### src/rtl/uart_txq_pkg.sv
package uart_txq_pkg;

  // True when an occupancy lies strictly above half the FIFO depth.
  function automatic logic over_half(input int occ, input int depth);
    return occ > (depth / 2);
  endfunction

  // Next index of a circular buffer, with wrap for any depth.
  function automatic int unsigned wrap_inc(input int unsigned idx, input int unsigned depth);
    return (idx == depth - 1) ? 0 : idx + 1;
  endfunction

endpackage

### src/rtl/uart_txq_edge.sv
module uart_txq_edge #(
  parameter int N = 3,
  parameter logic [N-1:0] ON_RISE = '0
) (
  input  logic         clk,
  input  logic         rst_n,
  input  logic [N-1:0] lvl,
  output logic [N-1:0] evt
);
  logic [N-1:0] prev;

  always_ff @(posedge clk or negedge rst_n) begin
    if (!rst_n) prev <= '0;
    else        prev <= lvl;
  end

  for (genvar i = 0; i < N; i++) begin : g_bit
    if (ON_RISE[i]) begin : g_rise
      assign evt[i] = lvl[i] & ~prev[i];
    end else begin : g_fall
      assign evt[i] = ~lvl[i] & prev[i];
    end
  end
endmodule

### src/rtl/uart_txq_fifo.sv
module uart_txq_fifo #(
  parameter int W     = 9,
  parameter int DEPTH = 16
) (
  input  logic                         clk,
  input  logic                         rst_n,
  input  logic                         clr,
  input  logic                         push,
  input  logic [W-1:0]                 push_data,
  input  logic                         pop,
  output logic [W-1:0]                 head,
  output logic [$clog2(DEPTH+1)-1:0]   count
);
  import uart_txq_pkg::*;
  localparam int AW = (DEPTH > 1) ? $clog2(DEPTH) : 1;
  localparam int CW = $clog2(DEPTH + 1);

  logic [W-1:0]  mem [DEPTH];
  logic [AW-1:0] wr_ptr, rd_ptr;
  logic          pop_ok, accept, is_full;

  assign is_full = (count == CW'(DEPTH));
  assign pop_ok  = pop && (count != '0);
  assign accept  = push && (!is_full || pop_ok);
  assign head    = mem[rd_ptr];

  always_ff @(posedge clk or negedge rst_n) begin
    if (!rst_n) begin
      wr_ptr <= '0;
      rd_ptr <= '0;
      count  <= '0;
    end else if (clr) begin
      wr_ptr <= '0;
      rd_ptr <= '0;
      count  <= '0;
    end else begin
      if (accept) wr_ptr <= AW'(wrap_inc(32'(wr_ptr), DEPTH));
      if (pop_ok) rd_ptr <= AW'(wrap_inc(32'(rd_ptr), DEPTH));
      count <= count + CW'(accept) - CW'(pop_ok);
    end
  end

  always_ff @(posedge clk) begin
    if (accept && !clr) mem[wr_ptr] <= push_data;
  end

  // occupancy never exceeds the depth
  p_count_bounded_r9: assert property (@(posedge clk) disable iff (!rst_n)
    count <= CW'(DEPTH));

  // a push into a full FIFO without a pop leaves it exactly full
  p_full_drop_r9: assert property (@(posedge clk) disable iff (!rst_n)
    (push && !pop && is_full && !clr) |=> (count == CW'(DEPTH)));
endmodule

### src/rtl/uart_txq_ctrl.sv
module uart_txq_ctrl #(
  parameter int DATA_W = 8,
  parameter int DEPTH  = 16
) (
  input  logic              clk,
  input  logic              rst_n,
  input  logic              unit_on,
  input  logic              fifo_en,
  input  logic              fifo_clr,
  input  logic              brk_ctl,
  input  logic              wr_valid,
  input  logic [DATA_W-1:0] wr_data,
  input  logic              char_tick,
  output logic              out_valid,
  output logic [DATA_W-1:0] out_data,
  output logic              out_brk,
  output logic              tx_empty,
  output logic              data_req
);
  import uart_txq_pkg::*;
  localparam int EW = DATA_W + 1;
  localparam int CW = $clog2(DEPTH + 1);
  localparam logic [2:0] EDGE_RISE = 3'b001;

  logic [2:0]    evt;
  logic          flush, brk_evt, w_valid, tick_fire;
  logic [EW-1:0] w_ent;
  logic [EW-1:0] shifter, shifter_n, hold, hold_n;
  logic          empty_n, req_n, emit, push, pop;
  logic [EW-1:0] fifo_head;
  logic [CW-1:0] fifo_cnt;

  // evt[0]: unit on rising, evt[1]: fifo mode falling, evt[2]: break release
  uart_txq_edge #(.N(3), .ON_RISE(EDGE_RISE)) u_edge (
    .clk(clk), .rst_n(rst_n),
    .lvl({brk_ctl, fifo_en, unit_on}),
    .evt(evt)
  );

  assign flush     = fifo_clr | evt[1] | evt[0];
  assign brk_evt   = evt[2];
  assign w_valid   = brk_evt | wr_valid;
  assign w_ent     = brk_evt ? {1'b1, {DATA_W{1'b0}}} : {1'b0, wr_data};
  assign tick_fire = char_tick & ~tx_empty;

  uart_txq_fifo #(.W(EW), .DEPTH(DEPTH)) u_fifo (
    .clk(clk), .rst_n(rst_n), .clr(flush),
    .push(push), .push_data(w_ent), .pop(pop),
    .head(fifo_head), .count(fifo_cnt)
  );

  always_comb begin
    shifter_n = shifter;
    hold_n    = hold;
    empty_n   = tx_empty;
    req_n     = data_req;
    emit      = 1'b0;
    push      = 1'b0;
    pop       = 1'b0;
    if (flush) begin
      empty_n = 1'b1;
      req_n   = 1'b1;
    end else begin
      // tick first
      if (tick_fire) begin
        emit = 1'b1;
        if (fifo_en) begin
          if (fifo_cnt != '0) begin
            shifter_n = fifo_head;
            pop       = 1'b1;
            if (!over_half(int'(fifo_cnt) - 1, DEPTH)) req_n = 1'b1;
          end else begin
            empty_n = 1'b1;
          end
        end else if (data_req) begin
          empty_n = 1'b1;
        end else begin
          shifter_n = hold;
          req_n     = 1'b1;
        end
      end
      // then the write sees the post-tick state
      if (w_valid) begin
        if (empty_n) begin
          shifter_n = w_ent;
          empty_n   = 1'b0;
        end else if (fifo_en) begin
          push = 1'b1;
          if (over_half(int'(fifo_cnt) - int'(pop) + 1, DEPTH)) req_n = 1'b0;
        end else if (req_n) begin
          hold_n = w_ent;
          req_n  = 1'b0;
        end
      end
    end
  end

  always_ff @(posedge clk or negedge rst_n) begin
    if (!rst_n) begin
      shifter   <= '0;
      hold      <= '0;
      tx_empty  <= 1'b1;
      data_req  <= 1'b1;
      out_valid <= 1'b0;
      out_data  <= '0;
      out_brk   <= 1'b0;
    end else begin
      shifter   <= shifter_n;
      hold      <= hold_n;
      tx_empty  <= empty_n;
      data_req  <= req_n;
      out_valid <= emit;
      if (emit) begin
        out_data <= shifter[DATA_W-1:0];
        out_brk  <= shifter[DATA_W];
      end
    end
  end

  p_flush_flags_r8: assert property (@(posedge clk) disable iff (!rst_n)
    flush |=> (tx_empty && data_req && !out_valid));

  p_idle_load_r2: assert property (@(posedge clk) disable iff (!rst_n)
    (tx_empty && w_valid && !flush) |=> !tx_empty);

  p_strobe_after_tick_r11: assert property (@(posedge clk) disable iff (!rst_n)
    out_valid |-> $past(char_tick));

  p_idle_tick_quiet_r10: assert property (@(posedge clk) disable iff (!rst_n)
    (char_tick && tx_empty) |=> !out_valid);

  p_polled_drop_r5: assert property (@(posedge clk) disable iff (!rst_n)
    (!fifo_en && !tx_empty && !data_req && !char_tick && w_valid && !flush)
      |=> ($stable(hold) && !data_req));

  p_fifo_req_r3: assert property (@(posedge clk) disable iff (!rst_n)
    (fifo_en && !flush && !tx_empty && w_valid && !char_tick &&
     over_half(int'(fifo_cnt) + 1, DEPTH)) |=> !data_req);
endmodule

### config.mk
export PLATFORM = sky130hd
export DESIGN_NAME = uart_txq_ctrl
export DESIGN_NICKNAME = d
export VERILOG_FILES = /design/src/rtl/uart_txq_pkg.sv /design/src/rtl/uart_txq_edge.sv /design/src/rtl/uart_txq_fifo.sv /design/src/rtl/uart_txq_ctrl.sv
export SDC_FILE = /design/constraint.sdc
export NUM_CORES = 1
export LEC_CHECK = 0
export CORE_UTILIZATION = 56
export DETAILED_ROUTE_END_ITERATION = 16
export DONT_BUFFER_PORTS = 1
export GPL_ROUTABILITY_DRIVEN = 0
export PLACE_DENSITY_LB_ADDON = 0.3
export SLEW_MARGIN = 20
export SYNTH_ARGS = -nofsm -noshare
export SYNTH_HDL_FRONTEND = slang
export SYNTH_SLANG_ARGS = --single-unit
### constraint.sdc
create_clock -name clk -period 8.2 [get_ports clk]
set_input_delay 0 -clock clk [delete_from_list [all_inputs] [get_ports clk]]
set_output_delay 0 -clock clk [all_outputs]
set_load 0.02 [all_outputs]
==> metrics.yaml <==
tightest_slew_ps: 1060
ys_seq_area_share_pct: 65.3
crit_top_cell: "dlygate4sd3_1"
rows: 44
start_kind: "register"
worst_slack_ps: 4400
synth_edf_count: 144
cts_root_buffer: "clkbuf_16"
die_area_sq_mm: 0.0155
finalHoldViolCount: 0
area_growth_pct: 11.9
wl_mm: 18.4
syn_nets: 562
ys_types: 59
max-cap-violations: 0
hold_path.class: "input port to register"
ioPinCount: 28
coreArea_sq_mm: 0.0146
dp_hpwl_mm: 11.2
maxSlewHeadroom_pct: 29.6
setup_tns_ps: 0
start_util_pct: 57.5
yosys_warnings: 0
clk_path_buf_depth: 2
nets: 575
synth_area_per_cell_sq_um: 15.8
worstPathCellList: "inv_1, ha_1, nor4b_4, a311oi_2, nor4_4, a22oi_1, dlygate4sd3_1, o31ai_1, dlygate4sd3_1"
chipHeight_microns: 124
drtPass1Iterations: 5
final_area_sq_mm: 0.00938
ys_top_cells_by_count: "edfxtp_1, dfrtp_1, mux4_2, inv_1"
yosys.area.top_type: "edfxtp_1"
power_density_mw_per_mm2: 230
rsz0062_at_grt: "false"
postSynthCellCount: 529
fin_crit_ps: 3800
crit_path_max_fanout: 12
critPathTopFamily: "buffers and inverters"
grt_pass1_vias: 4874
grt_first_pass_wirelength_mm: 28.9
drive_above_1_share_pct: 18.0
multi_input_area_sq_mm: 0.00269
drt_iter0_drc: 543
wl_per_cell_microns: 24.9
slew_violations: 0
yosysMostFrequentCell: "edfxtp_1"
cpMaxStageDelayCell: "nor4b_4"
grt_max_degree: 47
ir_worst_vdd_uv: 149
cts.sinks: 190
ff_latch_area_sq_mm: 0.00548
num_antenna_cells: 0
ys_seq_elements: 190
syn-cell-area_sq_mm: 0.00838
vias_per_cell: 6.58
startpoint: "u_fifo.count[3]"
power.leakage_nw: 3.31
route.detailed.drc: 0
synthFlopType: "edfxtp_1"
required_ps: 8580
synth_top_area_share_pct: 51.6
n_fill_cell: 1012
cp.arrival_ps: 4180
dp_slack_ps: 4440
worstHoldStart: "fifo_en"
cts_tree: "done"
placed_cell_area_sq_mm: 0.00850
clk_pin_slew_ps: 80
grt-ovfl-total: 0
cp_slowest_stage_delay_ps: 630
cp_num_buf_inv: 3
port_buffers: 0
cts-buffers-inserted: 17
status: "finished clean"
min_period_over_period_pct: 46.3
skew_ps: 14.2
htree_levels: 4
grt_usage_pct: 25.4
finalNonFillerCells: 739
endpoint_kind: "register"
dp_cells: 688
num_vias: 4860
setup_viol: 0
drtAntennaViolNets: 0
antenna_found_initial: 0
die_x_microns: 124
insertion_delay_ps: 440
path_class: "register to register"
reg2reg_from: "u_fifo.count[3]"
async_reset_ff_share_pct: 24.2
synth_top_cells_by_area: "edfxtp_1, dfrtp_1, mux4_2"
clock.fmax_mhz: 263
[logic make-up (layout without fill, tap and decap cells)]
family          after synthesis  count (layout)  share of synthesized area, %
compound gates               85              85                          7.15
xor+xnor                      5               5                         0.522
fa+ha+maj                    17              17                          2.63
buf+inv                      51              77                          2.66
flops                       190             190                          65.3
mux                          74              74                          14.4
simple gates                107             107                          7.33
[stage by stage]
stage	power (mW)	hold slack [ps]	utilization, %
global route	2.20	52.0	64.3
CTS	2.15	1.55	64.2
floorplan	1.19	-296	-
finish	2.15	21.7	64.3
global placement	1.22	-295	58.3
detailed placement	1.22	-295	58.3
[state kept, by name (all words and copies together) (netlist names)]
name	flops
out_data	8
shifter	9
u_fifo.wr_ptr	4
out_valid	1
tx_empty	1
u_edge.prev	3
u_fifo.mem	144
out_brk	1
u_fifo.count	5
u_fifo.rd_ptr	4
data_req	1
hold	9
[what timing repair did]
item | 4_1_cts | 5_1_grt
endpoints found under the setup margin | 0 | 0
buffers inserted | 0 | 0
resized for setup | 0 | 0
hold buffers | 19 | 0
hold endpoints to repair | 64 | 0
[worst paths after layout]
kind | to | slack, ps | depth (start not counted)
setup / recovery | shifter[7] | 4400 | 9
hold / removal | u_fifo.rd_ptr[1] | 20 | 3
setup reg to reg | shifter[7] | 4400 | 9
hold reg to reg | hold[3] | 510 | 1
max in group asynchronous | tx_empty | 7870 | 2
min in group asynchronous | hold[0] | 50 | 2
[layer usage]
layer / up-vias / wire [microns] / GRT usage, %
li1: 2085 / - / -
met5: - / 0 / 0
met3: 38 / 1440 / 4.42
met1: 2491 / 7880 / 36.5
met4: 0 / 555 / 10.8
met2: 246 / 8530 / 38.5
[layout make-up]
class / instances / area share (%)
Clock buffer: 17 / 4.54
Clock inverter: 15 / 2.56
Inverter: 24 / 0.960
Multi-Input combinational cell: 288 / 28.7
Sequential cell: 190 / 58.4
Tap cell: 184 / 2.45
Timing Repair Buffer: 21 / 2.37
[power by group]
| group | internal (mW) | total, mW | switching (mW) |
|---|---|---|---|
| Clock | 0.571 | 0.931 | 0.359 |
| Combinational | 0.0465 | 0.105 | 0.0580 |
| Sequential | 1.07 | 1.12 | 0.0461 |
[worst register-to-register path, delay by kind of cell (launching register included)]
family / cells / cell delay [ps]
simple gates: 2 / 1190
buf+inv: 3 / 1330
flops: 1 / 430
compound gates: 3 / 550
fa+ha+maj: 1 / 250
[layout by cell type (no fill, tap or decap), types with 21 or more instances in the layout]
master / netlist / layout
edfxtp_1: 144 / 144
dfrtp_1: 44 / 42
mux4_2: 35 / 35
inv_1: 24 / 24
nor2_1: 23 / 23
o21ai_0: 23 / 23
and2_1: 22 / 22
mux2_2: 21 / 21
Power figures use the tool's default switching activity.
